===== config.mk =====
export PLATFORM = sky130hd
export DESIGN_NAME = brtype_classifier
export DESIGN_NICKNAME = d
export VERILOG_FILES = /design/src/rtl/brtype_pkg.sv /design/src/rtl/brtype_opdec.sv /design/src/rtl/brtype_plm_adj.sv /design/src/rtl/brtype_classifier.sv
export SDC_FILE = /design/constraint.sdc
export NUM_CORES = 1
export LEC_CHECK = 0
export BUFFER_PORTS_ARGS = -buffer_cell sky130_fd_sc_hd__buf_2
export CAP_MARGIN = 20
export CORE_UTILIZATION = 43
export DETAILED_ROUTE_END_ITERATION = 10
export GPL_TIMING_DRIVEN = 0
export MAX_ROUTING_LAYER = met4
export PLACE_DENSITY = 0.79
export SLEW_MARGIN = 20
export SYNTH_ARGS = -nofsm -noshare
export SYNTH_HDL_FRONTEND = slang
export SYNTH_SLANG_ARGS = --single-unit

===== constraint.sdc =====
create_clock -name clk_i -period 1.06 [get_ports clk_i]
set_input_delay 0 -clock clk_i [delete_from_list [all_inputs] [get_ports clk_i]]
set_output_delay 0 -clock clk_i [all_outputs]
set_load 0.02 [all_outputs]

===== src/rtl/brtype_pkg.sv =====
package brtype_pkg;
  parameter int OPC_W  = 8;
  parameter int MASK_W = 12;
  parameter int EXT_LO = 3;
  parameter int EXT_W  = 3;

  localparam int B_USER    = 0;
  localparam int B_KERNEL  = 1;
  localparam int B_CALL    = 2;
  localparam int B_RET     = 3;
  localparam int B_SYSCALL = 4;
  localparam int B_SYSRET  = 5;
  localparam int B_INT     = 6;
  localparam int B_IRET    = 7;
  localparam int B_JCC     = 8;
  localparam int B_JMP     = 9;
  localparam int B_IRQ     = 10;
  localparam int B_INDCALL = 11;

  typedef logic [MASK_W-1:0] mask_t;

  function automatic mask_t cat(input int b);
    mask_t m;
    m = '0;
    m[b] = 1'b1;
    return m;
  endfunction
endpackage


===== src/rtl/brtype_opdec.sv =====
module brtype_opdec
  import brtype_pkg::*;
(
  input  logic [OPC_W-1:0] op0_i,
  input  logic [OPC_W-1:0] op1_i,
  input  logic [OPC_W-1:0] modrm_i,
  output mask_t            cat_o
);
  logic [EXT_W-1:0] ext;
  mask_t esc_cat, ff_cat;

  assign ext = modrm_i[EXT_LO +: EXT_W];

  // two-byte escape
  always_comb begin
    unique case (op1_i) inside
      8'h05, 8'h34: esc_cat = cat(B_SYSCALL);
      8'h07, 8'h35: esc_cat = cat(B_SYSRET);
      [8'h80:8'h8F]: esc_cat = cat(B_JCC);
      default:      esc_cat = '0;
    endcase
  end

  // group opcode selected by ModRM reg field
  always_comb begin
    unique case (ext)
      3'd2, 3'd3: ff_cat = cat(B_INDCALL);
      3'd4, 3'd5: ff_cat = cat(B_JMP);
      default:    ff_cat = '0;
    endcase
  end

  always_comb begin
    unique case (op0_i) inside
      8'h0F:                       cat_o = esc_cat;
      8'hFF:                       cat_o = ff_cat;
      [8'h70:8'h7F], [8'hE0:8'hE3]: cat_o = cat(B_JCC);
      8'hC2, 8'hC3, 8'hCA, 8'hCB:  cat_o = cat(B_RET);
      8'hCF:                       cat_o = cat(B_IRET);
      [8'hCC:8'hCE]:               cat_o = cat(B_INT);
      8'hE8, 8'h9A:                cat_o = cat(B_CALL);
      [8'hE9:8'hEB]:               cat_o = cat(B_JMP);
      default:                     cat_o = '0;
    endcase
  end
endmodule


===== src/rtl/brtype_plm_adj.sv =====
module brtype_plm_adj
  import brtype_pkg::*;
(
  input  mask_t cat_i,
  input  logic  src_kernel_i,
  input  logic  dst_kernel_i,
  input  logic  src_zero_i,
  input  logic  dst_zero_i,
  output mask_t mask_o
);
  logic  crossing, keep;
  mask_t adj;

  assign crossing = !src_kernel_i && dst_kernel_i;
  assign keep     = cat_i[B_SYSCALL] || cat_i[B_INT];

  always_comb begin
    adj = (crossing && !keep) ? cat(B_IRQ) : cat_i;
    if (adj != '0) begin
      if (dst_kernel_i) adj[B_KERNEL] = 1'b1;
      else              adj[B_USER]   = 1'b1;
    end
    mask_o = (src_zero_i || dst_zero_i) ? '0 : adj;
  end
endmodule


===== src/rtl/brtype_classifier.sv =====
module brtype_classifier
  import brtype_pkg::*;
(
  input  logic              clk_i,
  input  logic              rst_ni,
  input  logic              valid_i,
  input  logic [OPC_W-1:0]  op0_i,
  input  logic [OPC_W-1:0]  op1_i,
  input  logic [OPC_W-1:0]  modrm_i,
  input  logic              src_kernel_i,
  input  logic              dst_kernel_i,
  input  logic              src_zero_i,
  input  logic              dst_zero_i,
  output logic              valid_o,
  output logic [MASK_W-1:0] type_o
);
  mask_t dec_cat, next_mask;

  brtype_opdec u_opdec (
    .op0_i  (op0_i),
    .op1_i  (op1_i),
    .modrm_i(modrm_i),
    .cat_o  (dec_cat)
  );

  brtype_plm_adj u_plm_adj (
    .cat_i       (dec_cat),
    .src_kernel_i(src_kernel_i),
    .dst_kernel_i(dst_kernel_i),
    .src_zero_i  (src_zero_i),
    .dst_zero_i  (dst_zero_i),
    .mask_o      (next_mask)
  );

  always_ff @(posedge clk_i or negedge rst_ni) begin
    if (!rst_ni) begin
      valid_o <= 1'b0;
      type_o  <= '0;
    end else begin
      valid_o <= valid_i;
      if (valid_i) type_o <= next_mask;
    end
  end
endmodule


* Yosys cells after proc, flatten, opt, wreduce, memory -nomap -nowiden
Cells that the tools add are included.
** Storage, ports and cells
- Flip-flop bits (word level) :: 13
- Bits in latches :: 0
- Bits in writable memories :: 0
- Bits in read-only memories :: 0
- Input bits :: 31
- Output and inout bits :: 13
- Logic and storage cells :: 56
- Memories :: 0
** Cells by class
- Add/subtract/negate cells :: 0
- Multiply operators :: 0
- Div/mod/pow operators :: 0
- Magnitude comparators :: 10
- Eq/ne operators :: 17
- Shifts and indexed selects :: 0
- Muxes and demuxes :: 8
- Bitwise operators :: 0
- Reduce and logical (&&, ||, !) cells :: 19
** Operators with widths (number)
- 12-bit case mux with 8 select lines :: 1
- 8-bit equality test, second input constant :: 8
- 8-bit >= comparator, second input constant :: 4
- 8-bit <= comparator, second input constant :: 4
- 9-bit case mux with 3 select lines :: 1
- 12-bit two-way mux :: 2
- 12-bit case mux with 2 select lines :: 1
- 8-bit by 3-bit equality test with 1-bit output, second input constant :: 2
- 8-bit by 6-bit equality test with 1-bit output, second input constant :: 2
- 12-bit nonzero test :: 1
- 2-bit OR reduction :: 6
- 8-bit by 4-bit equality test with 1-bit output, second input constant :: 1
- 8-bit by 7-bit >= comparator with 1-bit output, second input constant :: 1
- 8-bit by 7-bit <= comparator with 1-bit output, second input constant :: 1
- 1-bit logical AND :: 7
- 3-bit by 2-bit equality test with 1-bit output, second input constant :: 2
- 3-bit equality test, second input constant :: 2
- 4-bit OR reduction :: 1
- 1-bit logical NOT :: 2
- 1-bit logical OR :: 2
- 1-bit two-way mux :: 2
- 2-bit two-way mux :: 1

* Depth between registers and ports, before layout
- Depth in word-level cells :: 11
- Mapped depth :: 6
- Depth with buffers taken out :: 5

* Hierarchy
From an unflattened synthesis, not the netlist that was laid out.
** Second synthesis, totals
- Cell total of the unflattened synthesis :: 91
- Area, all modules :: 965.9 um^2
** By module, submodules not included
- brtype_classifier :: times used 1, cells each 26, area an instance 509.2 um^2, seq. area each 325.3 um^2
- brtype_opdec :: times used 1, cells each 43, area an instance 302.8 um^2, seq. area each 0.0 um^2
- brtype_plm_adj :: times used 1, cells each 22, area an instance 153.9 um^2, seq. area each 0.0 um^2

* Worst setup path before layout
No wires, ideal clock.
- Kind :: in2reg
- From :: input op1_i[3]
- To :: register type_o[7]
- Library setup time :: 0.075 ns
- Data arrival time :: 1.241 ns
- Data required time :: 0.985 ns
- Setup slack :: -0.256 ns
- Stages on the path :: 5
- Buffers on the path :: 0
- Cell sequence :: or4b_4 a211o_1 o211ai_2 nand2_2 o2bb2ai_2
** On the way
- Word-level cells in the longest chain between the ends :: 9
- Elaborated cells on any way between the ends :: 16
- Those cells by class :: order compare: 2; eq/ne: 4; mux: 4; reduce/logical: 6
** Ends and longest elaborated chain
- start: declaration :: RTL line brtype_classifier.sv:8 : input logic [OPC_W-1:0] op1_i,
- 8-bit >= comparator (no source line) (tied with other cells)
- 1-bit logical AND (no source line) or 2-bit OR reduction (tied branches)
- 9-bit case mux with 3 select lines (*) :: RTL line brtype_opdec.sv:16 : unique case (op1_i) inside
- 12-bit case mux with 8 select lines (*) :: RTL line brtype_opdec.sv:34 : unique case (op0_i) inside
- 1-bit logical OR (*) :: RTL line brtype_plm_adj.sv:15 : assign keep = cat_i[B_SYSCALL] || cat_i[B_INT];
- 1-bit logical NOT (*) :: RTL line brtype_plm_adj.sv:18 : adj = (crossing && !keep) ? cat(B_IRQ) : cat_i;
- 1-bit logical AND (*) :: RTL line brtype_plm_adj.sv:18
- 12-bit two-way mux (*) :: RTL line brtype_plm_adj.sv:18
- 12-bit two-way mux (*) :: RTL line brtype_plm_adj.sv:23 : mask_o = (src_zero_i || dst_zero_i) ? '0 : adj;
- end signal: assignment :: RTL line brtype_classifier.sv:41 : if (valid_i) type_o <= next_mask;
- end: declaration :: RTL line brtype_classifier.sv:15 : output logic [MASK_W-1:0] type_o
Mark *: on every way between the ends. The rest lies on a longest branch, timed or not.
A chain may end at the register's enable or synchronous reset.

* Worst setup path in the final report
- From :: input op1_i[3]
- To :: register type_o[8]
** On the way
- Word-level cells in the longest chain between the ends :: 9
- Elaborated cells on any way between the ends :: 16
- Those cells by class :: order compare: 2; eq/ne: 4; mux: 4; reduce/logical: 6
** Ends and longest elaborated chain (RTL line)
- 8-bit >= comparator (no source line) (tied with other cells)
- 1-bit logical AND (no source line) or 2-bit OR reduction (tied branches)
- 9-bit case mux with 3 select lines (*) :: brtype_opdec.sv:16
- 12-bit case mux with 8 select lines (*) :: brtype_opdec.sv:34
- 1-bit logical OR :: brtype_plm_adj.sv:15
- 1-bit logical NOT :: brtype_plm_adj.sv:18
- 1-bit logical AND :: brtype_plm_adj.sv:18
- 12-bit two-way mux (*) :: brtype_plm_adj.sv:18
- 12-bit two-way mux (*) :: brtype_plm_adj.sv:23
Marked as above.

==> flow_metrics.tcl <==
set metrics [dict create \
    ir_drop_uv 814 \
    worstSkewPairLatency_ps 280 \
    synth-seq-area-share_pct 40.2 \
    pre_cts_ws_ps -501 \
    synth_edf_count 0 \
    clk_pin_slew_ps 80 \
    first_global_vias 796 \
    setup_ws_ps -193 \
    placed_cells 143 \
    worstHoldEndpoint "type_o[4]" \
    antenna_found_initial 0 \
    synth_warnings 0 \
    die_y_um 45.4 \
    track_usage_pct 23.2 \
    p_leak_uw 0.000550 \
    port_buffers 37 \
    syn_inst 81 \
    setup_viol 10 \
    crit_fanout 3 \
    drive_above_1_share_pct 46.5 \
    ios 44 \
    violations "negative setup slack" \
    period_needed_ps 1250 \
    cts_buffer_depth 2 \
    synthArstFlopShare_pct 100 \
    dieArea_mm2 0.00206 \
    p_per_area_mw_per_mm2 872 \
    cp.arrival_ps 1460 \
    hold_viol_final 0 \
    cts_max_level 1 \
    fillers 144 \
    regToRegStartpoint "type_o[9]" \
    drt_iter0_drc 39 \
    numClockSinks 13 \
    finalMaxSlewViolations 0 \
    synthesis.nets 112 \
    end_kind "flop" \
    instances_no_fill 154 \
    rrSetupSlack_ps 220 \
    min_path_cells 2 \
    synth.top_cell.area_share_pct 40.2 \
    final_cell_mix "buf_2, dfrtp_1, inv_1" \
    layout_commonest_cell "buf_2" \
    firstDrtPassIters 4 \
    syn2layout_area_growth_pct 46.2 \
    ys_top_cells_by_area "dfrtp_1, nor4bb_1, o32ai_1" \
    start_util_pct 46.4 \
    cts-root-buf "clkbuf_4" \
    synth_top_cell_by_area "dfrtp_1" \
    slew_headroom_pct 72.3 \
    post_drt_wl_per_cell_um 14.8 \
    vias_per_cell 5.69 \
    die_x_um 45.4 \
    cp-start-kind "input port" \
    period_share_pct 118 \
    num_vias 876 \
    ff2ff_path_depth 2 \
    antenna_cells 0 \
    hp-start "valid_i" \
    core_area_mm2 0.00175 \
    rows 15 \
    timing.rr.end "type_o[9]" \
    wl_um 2290 \
    grt_setup_unrepaired "true" \
    skew_ps 0 \
    finish.utilization_pct 67.8 \
    cts_tree "yes" \
    fin_nets 161 \
    gp_congestion 0.827 \
    critPathKind "input port to flop" \
    maxCapViolCount 0 \
    synth_area_per_cell_um2 9.99 \
    drc 0 \
    grt_pass1_wl_um 3390 \
    netlist_area_um2 810 \
    synth_cell_types 39 \
    grt-ovfl-total 0 \
    cts-buffers-inserted 3 \
    cp.required_ps 1270 \
    outcome "complete, but fails checks" \
    holdWs_ps 37.4 \
    ys_dominant_reg_cell "dfrtp_1" \
    hold_path.class "input port to flop" \
    ys_ff_latch 13 \
    worstMarginPinSlew_ps 409 \
    drt.antenna.violating_nets 0 \
    max_freq_mhz 798 \
    place_hpwl_um 1560 \
    grt_max_degree 14 \
]
cell families (layout without fill, tap and decap cells):
family / Yosys count / count (layout) / synth area share, %
simple gates: 35 / 35 / 30.9
compound gates: 23 / 23 / 23.3
flops: 13 / 13 / 40.2
buf+inv: 9 / 57 / 4.33
mux: 1 / 1 / 1.24
registers in the layout (all words and copies together), names as in the netlist:
signal and count:
type_o 12, valid_o 1
per-stage QoR:
step	TNS, ps	area (um^2)	power [uW]
2_1_floorplan	-1830	810	592
3_3_place_gp	-4340	1030	688
3_5_place_dp	-4680	1030	693
4_1_cts	-1070	1140	1010
5_1_grt	-1570	1180	1080
6_report	-1240	1180	1030
cell usage after synthesis (3+ instances only):
master      n
dfrtp_1    13
inv_1       7
nor2b_1     3
nor4bb_1    4
o2bb2ai_1   3
nor2_1      4
nand2_1     4
o32ai_1     4
timing repair:
action                                 in CTS  in global routing
endpoints found under the hold margin      15                  0
setup endpoints to repair                  10                 11
buffers inserted                            3                  2
gates cloned                                0                  0
resized for setup                           8                  5
pin swaps                                   5                  6
hold buffers                                3                  0
layer usage:
layer / part of all wire, % / up-vias / track usage (%)
met5: 0 / - / -
met4: 1.5 / 0 / 4.24
met3: 5.4 / 4 / 5.16
met2: 49 / 39 / 38.0
met1: 44 / 411 / 29.5
li1: - / 422 / -
where the power goes:
| part | switching [uW] | internal [uW] |
|---|---|---|
| registers | 3.34 | 502 |
| logic | 123 | 102 |
| clock network | 156 | 146 |
worst max-delay path: stages:
cell,delay (ps)
buf_6,90
or4b_4,540
a211o_1,270
o211ai_2,240
buf_4,170
a32o_1,150
final cells by class:
| cell class | instances | area [um^2] | area share, % |
|---|---|---|---|
| Multi-Input combinational cell | 59 | 498 | 42.1 |
| Buffer | 1 | 5.00 | 0.423 |
| Sequential cell | 13 | 325 | 27.5 |
| Timing Repair Buffer | 45 | 268 | 22.6 |
| Inverter | 7 | 30.0 | 2.54 |
| Tap cell | 25 | 31.3 | 2.64 |
| Clock buffer | 4 | 26.3 | 2.22 |
how the worst max path moves through the flow:
| stage | from | endpoint | slack, ps | cells past startpoint |
|---|---|---|---|---|
| final | op1_i[3] | type_o[8] | -190 | 6 |
| after CTS | op1_i[3] | type_o[11] | -170 | 6 |
| after detailed placement | op0_i[4] | type_o[3] | -500 | 6 |
| after global routing | op1_i[3] | type_o[8] | -230 | 6 |
| after floorplan | op1_i[3] | type_o[7] | -250 | 5 |
| after global placement | op1_i[3] | type_o[3] | -470 | 6 |
Power figures use the tool's default switching activity.
